File: src/rtl/spim_pkg.sv
package spim_pkg;
  localparam logic [1:0] MSEL_SPI_MASTER = 2'b11;

  typedef struct packed {
    logic cpol;
    logic cpha;
    logic lsb_first;
  } spim_cfg_t;
endpackage

File: src/rtl/spim_baud.sv
module spim_baud #(
  parameter int BAUD_W = 12
) (
  input  logic              clk,
  input  logic              rst_n,
  input  logic              run,
  input  logic [BAUD_W-1:0] baud,
  output logic              tick
);
  logic [BAUD_W-1:0] cnt;

  assign tick = run && (cnt == baud);

  always_ff @(posedge clk or negedge rst_n) begin
    if (!rst_n)      cnt <= '0;
    else if (!run)   cnt <= '0;
    else if (tick)   cnt <= '0;
    else             cnt <= cnt + 1'b1;
  end

  // with a nonzero divider, half-period ticks never fall on adjacent cycles
  a_r2_tick_gap: assert property (@(posedge clk) disable iff (!rst_n)
    (tick && baud != '0 && $stable(baud)) |=> !tick);
endmodule

File: src/rtl/spim_txq.sv
module spim_txq #(
  parameter int FW = 8
) (
  input  logic          clk,
  input  logic          rst_n,
  input  logic          accept_en,
  input  logic          wr_valid,
  input  logic [FW-1:0] wr_data,
  output logic          wr_ready,
  input  logic          take,
  output logic          full,
  output logic [FW-1:0] data
);
  logic wr_fire;

  assign wr_ready = accept_en && !full;
  assign wr_fire  = wr_valid && wr_ready;

  always_ff @(posedge clk or negedge rst_n) begin
    if (!rst_n) begin
      full <= 1'b0;
      data <= '0;
    end else if (wr_fire) begin
      full <= 1'b1;
      data <= wr_data;
    end else if (take) begin
      full <= 1'b0;
    end
  end

  // an accepted write leaves the holding register occupied
  a_r7_write_fills: assert property (@(posedge clk) disable iff (!rst_n)
    wr_fire |=> full);
  // a queued byte is never lost without being taken
  a_r6_hold_kept: assert property (@(posedge clk) disable iff (!rst_n)
    (full && !take) |=> full);
endmodule

File: src/rtl/spim_shifter.sv
module spim_shifter
  import spim_pkg::*;
#(
  parameter int FW = 8
) (
  input  logic          clk,
  input  logic          rst_n,
  input  logic          tick,
  input  logic          start,
  input  logic [FW-1:0] load_data,
  input  spim_cfg_t     cfg,
  input  logic          miso,
  output logic          busy,
  output logic          sck,
  output logic          mosi,
  output logic          done,
  output logic [FW-1:0] rx_word
);
  localparam int EDGES = 2 * FW;
  localparam int EW    = $clog2(EDGES);
  localparam logic [EW-1:0] LAST = EW'(EDGES - 1);

  logic [EW-1:0] ecnt;
  logic          sck_int;
  logic [FW-1:0] tsh, rsh, rsh_in, tsh_next;
  logic          samp, shift_now;

  // sampling edges: even edge index for cpha=0, odd for cpha=1
  assign samp      = tick && (ecnt[0] == cfg.cpha);
  assign shift_now = tick && (ecnt[0] != cfg.cpha) && (ecnt != '0);
  assign done      = tick && (ecnt == LAST);

  assign rsh_in   = cfg.lsb_first ? {miso, rsh[FW-1:1]} : {rsh[FW-2:0], miso};
  assign tsh_next = cfg.lsb_first ? (tsh >> 1) : (tsh << 1);
  assign rx_word  = samp ? rsh_in : rsh;
  assign mosi     = cfg.lsb_first ? tsh[0] : tsh[FW-1];
  assign sck      = sck_int ^ cfg.cpol;

  always_ff @(posedge clk or negedge rst_n) begin
    if (!rst_n) begin
      ecnt    <= '0;
      sck_int <= 1'b0;
      busy    <= 1'b0;
      tsh     <= '0;
      rsh     <= '0;
    end else begin
      if (tick) begin
        sck_int <= ~sck_int;
        ecnt    <= ecnt + 1'b1;
        if (samp)      rsh <= rsh_in;
        if (shift_now) tsh <= tsh_next;
        if (done)      busy <= 1'b0;
      end
      if (start) begin
        tsh  <= load_data;
        busy <= 1'b1;
        ecnt <= '0;
      end
    end
  end

  // the clock rests at the polarity level between frames
  a_r1_idle_level: assert property (@(posedge clk) disable iff (!rst_n)
    !busy |-> (sck == cfg.cpol));
  // a frame ends only after its final edge
  a_r3_end_on_last: assert property (@(posedge clk) disable iff (!rst_n)
    (busy && $past(busy) && !$past(done) && !$past(start)) |-> (ecnt != '0 || !$past(tick)));
endmodule

File: src/rtl/spim_engine.sv
module spim_engine
  import spim_pkg::*;
#(
  parameter int FW     = 8,
  parameter int BAUD_W = 12
) (
  input  logic              clk,
  input  logic              rst_n,
  input  logic [1:0]        mode_sel,
  input  logic              tx_en,
  input  logic              cpol,
  input  logic              cpha,
  input  logic              lsb_first,
  input  logic [BAUD_W-1:0] baud,
  input  logic [FW-1:0]     tx_data,
  input  logic              tx_valid,
  output logic              tx_ready,
  output logic [FW-1:0]     rx_data,
  output logic              rx_valid,
  input  logic              rx_ready,
  output logic              dre,
  output logic              txc,
  output logic              sck,
  output logic              mosi,
  input  logic              miso
);
  spim_cfg_t     cfg;
  logic          enabled, tick, busy, done, start, hold_full, wr_fire;
  logic [FW-1:0] hold_data, rx_word;

  assign cfg      = '{cpol: cpol, cpha: cpha, lsb_first: lsb_first};
  assign enabled  = tx_en && (mode_sel == MSEL_SPI_MASTER);
  assign start    = enabled && hold_full && (!busy || done);
  assign wr_fire  = tx_valid && tx_ready;
  assign dre      = !hold_full;

  spim_baud #(.BAUD_W(BAUD_W)) u_baud (
    .clk(clk), .rst_n(rst_n), .run(busy), .baud(baud), .tick(tick)
  );

  spim_txq #(.FW(FW)) u_txq (
    .clk(clk), .rst_n(rst_n), .accept_en(enabled), .wr_valid(tx_valid),
    .wr_data(tx_data), .wr_ready(tx_ready), .take(start),
    .full(hold_full), .data(hold_data)
  );

  spim_shifter #(.FW(FW)) u_shift (
    .clk(clk), .rst_n(rst_n), .tick(tick), .start(start), .load_data(hold_data),
    .cfg(cfg), .miso(miso), .busy(busy), .sck(sck), .mosi(mosi),
    .done(done), .rx_word(rx_word)
  );

  always_ff @(posedge clk or negedge rst_n) begin
    if (!rst_n) begin
      txc      <= 1'b0;
      rx_valid <= 1'b0;
      rx_data  <= '0;
    end else begin
      if (done && !start) txc <= 1'b1;
      if (wr_fire)        txc <= 1'b0;
      if (done) begin
        rx_valid <= 1'b1;
        rx_data  <= rx_word;
      end else if (rx_ready) begin
        rx_valid <= 1'b0;
      end
    end
  end

  // an accepted write clears transmit-complete
  a_r8_txc_clear: assert property (@(posedge clk) disable iff (!rst_n)
    wr_fire |=> !txc);
  // an unread byte stays put until consumed or replaced
  a_r9_rx_hold: assert property (@(posedge clk) disable iff (!rst_n)
    (rx_valid && !rx_ready && !done) |=> (rx_valid && $stable(rx_data)));
  // each frame end delivers a byte
  a_r5_rx_set: assert property (@(posedge clk) disable iff (!rst_n)
    done |=> rx_valid);
  // with the enable low an idle engine stays idle
  a_r10_no_start: assert property (@(posedge clk) disable iff (!rst_n)
    (!tx_en && !busy) |=> !busy);
  // outside the SPI mode no write is accepted
  a_r11_mode_gate: assert property (@(posedge clk) disable iff (!rst_n)
    (mode_sel != MSEL_SPI_MASTER) |-> !tx_ready);
endmodule

File: config.mk
export PLATFORM = sky130hd
export DESIGN_NAME = spim_engine
export DESIGN_NICKNAME = d
export VERILOG_FILES = /design/src/rtl/spim_pkg.sv /design/src/rtl/spim_baud.sv /design/src/rtl/spim_txq.sv /design/src/rtl/spim_shifter.sv /design/src/rtl/spim_engine.sv
export SDC_FILE = /design/constraint.sdc
export NUM_CORES = 1
export LEC_CHECK = 0
export BUFFER_PORTS_ARGS = -buffer_cell sky130_fd_sc_hd__buf_2
export CAP_MARGIN = 20
export CELL_PAD_IN_SITES_DETAIL_PLACEMENT = 1
export CELL_PAD_IN_SITES_GLOBAL_PLACEMENT = 1
export CORE_MARGIN = 2
export CORE_UTILIZATION = 45
export DETAILED_ROUTE_END_ITERATION = 7
export PLACE_DENSITY_LB_ADDON = 0.1
export REMOVE_ABC_BUFFERS = 1
export SYNTH_ARGS = -nofsm -noshare
export SYNTH_HDL_FRONTEND = slang
export SYNTH_SLANG_ARGS = --single-unit
File: constraint.sdc
create_clock -name clk -period 4.4 [get_ports clk]
set_input_delay 0.88 -clock clk [delete_from_list [all_inputs] [get_ports clk]]
set_output_delay 0.88 -clock clk [all_outputs]
set_load 0.02 [all_outputs]
==> out/results.ini <==
[timing]
drv_slew = 0
finalSetupViolations = 0
finalCritPeriodShare = 0.602
clock-skew-final_ps = 11.1
worst_slew_pin_slew_ps = 687
fin_tns_setup_ps = 0
relSlewSlack = 0.542
grt_setup_unrepaired = no
hold_viol_final = 0
period_minus_slack_ps = 2650
max_freq_ghz = 0.378

[logic_synthesis]
synth.ff_latch_count = 53
ys_warn_count = 0
syn_inst = 238
ys_seq_area_frac = 0.490
yosysTopAreaCell = dfrtp_1
synth.avg_cell_area_um2 = 11.4
netlist_area_mm2 = 0.00271
netlist.area_leader.share = 0.490
synthTopCellsByArea = dfrtp_1 49%, mux2_2 16%, xnor2_1 6.5%
synthDistinctLibCells = 29

[floorplan]
dieWidth_um = 81.6
initial_utilization = 0.463
design.core.area_mm2 = 0.00585
rows = 28
ios = 45
die-area_mm2 = 0.00665
die_h_um = 81.6

[global_routing]
overflow = 0
grt_pass1_wl_um = 9380
grtUsageTotal = 0.184
antenna_found_initial = 0
grt_pass1_vias = 2014
grt_max_degree = 54

[power_and_ir_drop]
vdd_drop_max_mv = 0.217
power_uw = 1310
leakage_uw = 0.00151
p_per_area_mw_per_mm2 = 420

[cts]
postCtsSetupBuffers = 0
holdBufCountCts = 0
htree_levels = 2
cts_buffer_depth = 2
clock_sinks = 53
cts_resized = 0
clk_root_buffer_cell = clkbuf_8
clkTransAtPathRegs_ps = 100
cts_buffers = 5
insertion_delay_ps = 310
cts_tree = yes

[setup_path]
reg2reg_depth = 6
worstPathCellList = buf_2 -> mux2_2 -> buf_2
r2r-start = u_shift.ecnt[0]
timing.rr.end = u_shift.tsh[3]
crit_path_end_kind = primary output
cp_max_fo = 18
crit_required_ps = 3520
crit_top_cell = buf_2
startpoint = lsb_first
arrival_ps = 1770
critical_path.max_stage_delay_ps = 380
cp-endpoint = mosi
cp-start-kind = primary input
critPathSlowestCell = mux2_2
r2r_slack_ps = 1990
crit_type = in -> out

[detailed_routing]
drc = 0
final_antenna_net_count = 0
first_iter_violations = 65
avgRoutedWirePerCell_um = 15.4
vias_per_cell = 5.34
wirelength_um = 5540
dr.pass1.iters = 4
num_vias = 1918

[job]
max-cap-violations = 0

[finish]
diodes = 0
layout-drive-gt1-share = 0.342
final_cell_mix = 53 x dfrtp_1, 44 x buf_2, 38 x mux2_2
layout_commonest_cell = dfrtp_1
final_nets = 318
syn2layout_area_growth_pct = 15.2

[placed_design]
portBuffers = 44
gp_congestion = 0.799
dp_hpwl_um = 4000

[hold_path]
hp-class = reg -> reg

[outcome]
outcome = completed

## worst min path at each step
stage / from / to / slack [ps] / depth (start not counted)
global route: u_txq.data[4] / u_shift.tsh[4] / 510 / 1
floorplan: u_txq.data[3] / u_shift.tsh[3] / 460 / 1
global placement: u_txq.data[4] / u_shift.tsh[4] / 470 / 1
detailed placement: u_txq.data[4] / u_shift.tsh[4] / 480 / 1
CTS: u_txq.data[4] / u_shift.tsh[4] / 480 / 1
finish: u_txq.data[4] / u_shift.tsh[4] / 480 / 1
## final cells by class
class / instances / area (µm²)
clock buffer: 5 / 68.8
fill: 653 / 2730
sequential: 53 / 1330
inverter: 6 / 22.5
tap: 75 / 93.8
timing repair buffer: 48 / 250
clock inverter: 2 / 35.0
multi-input combinational: 170 / 1320
## logic make-up after synthesis
logic type,Yosys count,share of synthesized area
AO/OA/AOI/OAI,27,0.0615
XOR/XNOR,27,0.0901
buffers and inverters,15,0.0213
multiplexers,51,0.208
adder cells (fa/ha/maj),3,0.0139
AND/OR/NAND/NOR,62,0.115
flip-flops,53,0.490
## layer usage
metal  wire length [µm]  track usage
met5                  0            0
met4                 91       0.0617
met3                227       0.0385
met2               2710        0.307
met1               2520        0.239
## cells in the mapped netlist, drive strengths merged
| cell type | instances |
|---|---|
| or2 | 1 |
| or3 | 1 |
| xnor2 | 20 |
| buf | 2 |
| nor2 | 19 |
| mux2 | 43 |
| and4 | 3 |
| or4 | 1 |
| a21oi | 1 |
| and3 | 4 |
| nor2b | 1 |
| clkbuf | 7 |
| mux2i | 8 |
| ha | 3 |
| o311ai | 1 |
| o22ai | 2 |
| xor2 | 7 |
| o21ai | 16 |
| nor4 | 1 |
| dfrtp | 53 |
| o31ai | 7 |
| nand4 | 5 |
| nand2 | 16 |
| nand3 | 9 |
| inv | 6 |
| nor3 | 1 |
## worst max-delay path: cells and delay by family
kind | cells | cell delay [ps]
buffers and inverters | 2 | 510
multiplexers | 1 | 380
## power by group
group          internal, µW  total (µW)  switching (µW)  leakage (µW)
Clock                   166         327             161     0.0000540
Combinational           165         325             161      0.000748
Sequential              581         660            79.1      0.000705
Total                   911        1310             401       0.00151
## flip-flops by register name (all words and copies together), names as in the netlist
| signal | flops |
|---|---|
| u_baud.cnt | 12 |
| rx_data | 8 |
| u_shift.rsh | 8 |
| u_shift.tsh | 8 |
| u_txq.data | 8 |
| u_shift.ecnt | 4 |
| rx_valid | 1 |
| txc | 1 |
| u_shift.busy | 1 |
| u_shift.sck_int | 1 |
| u_txq.full | 1 |
## through the flow
stage	area (µm²)	std cells	utilization	hold slack, ps	setup WS [ps]
after CTS	3120	359	0.533	483	1750
after detailed placement	3020	352	0.516	476	1500
final	3120	359	0.533	484	1750
after global placement	3020	352	0.516	474	1540
after global routing	3120	359	0.533	510	1690
after floorplan	2670	229	-	459	1520
Power figures use the tool's default switching activity.
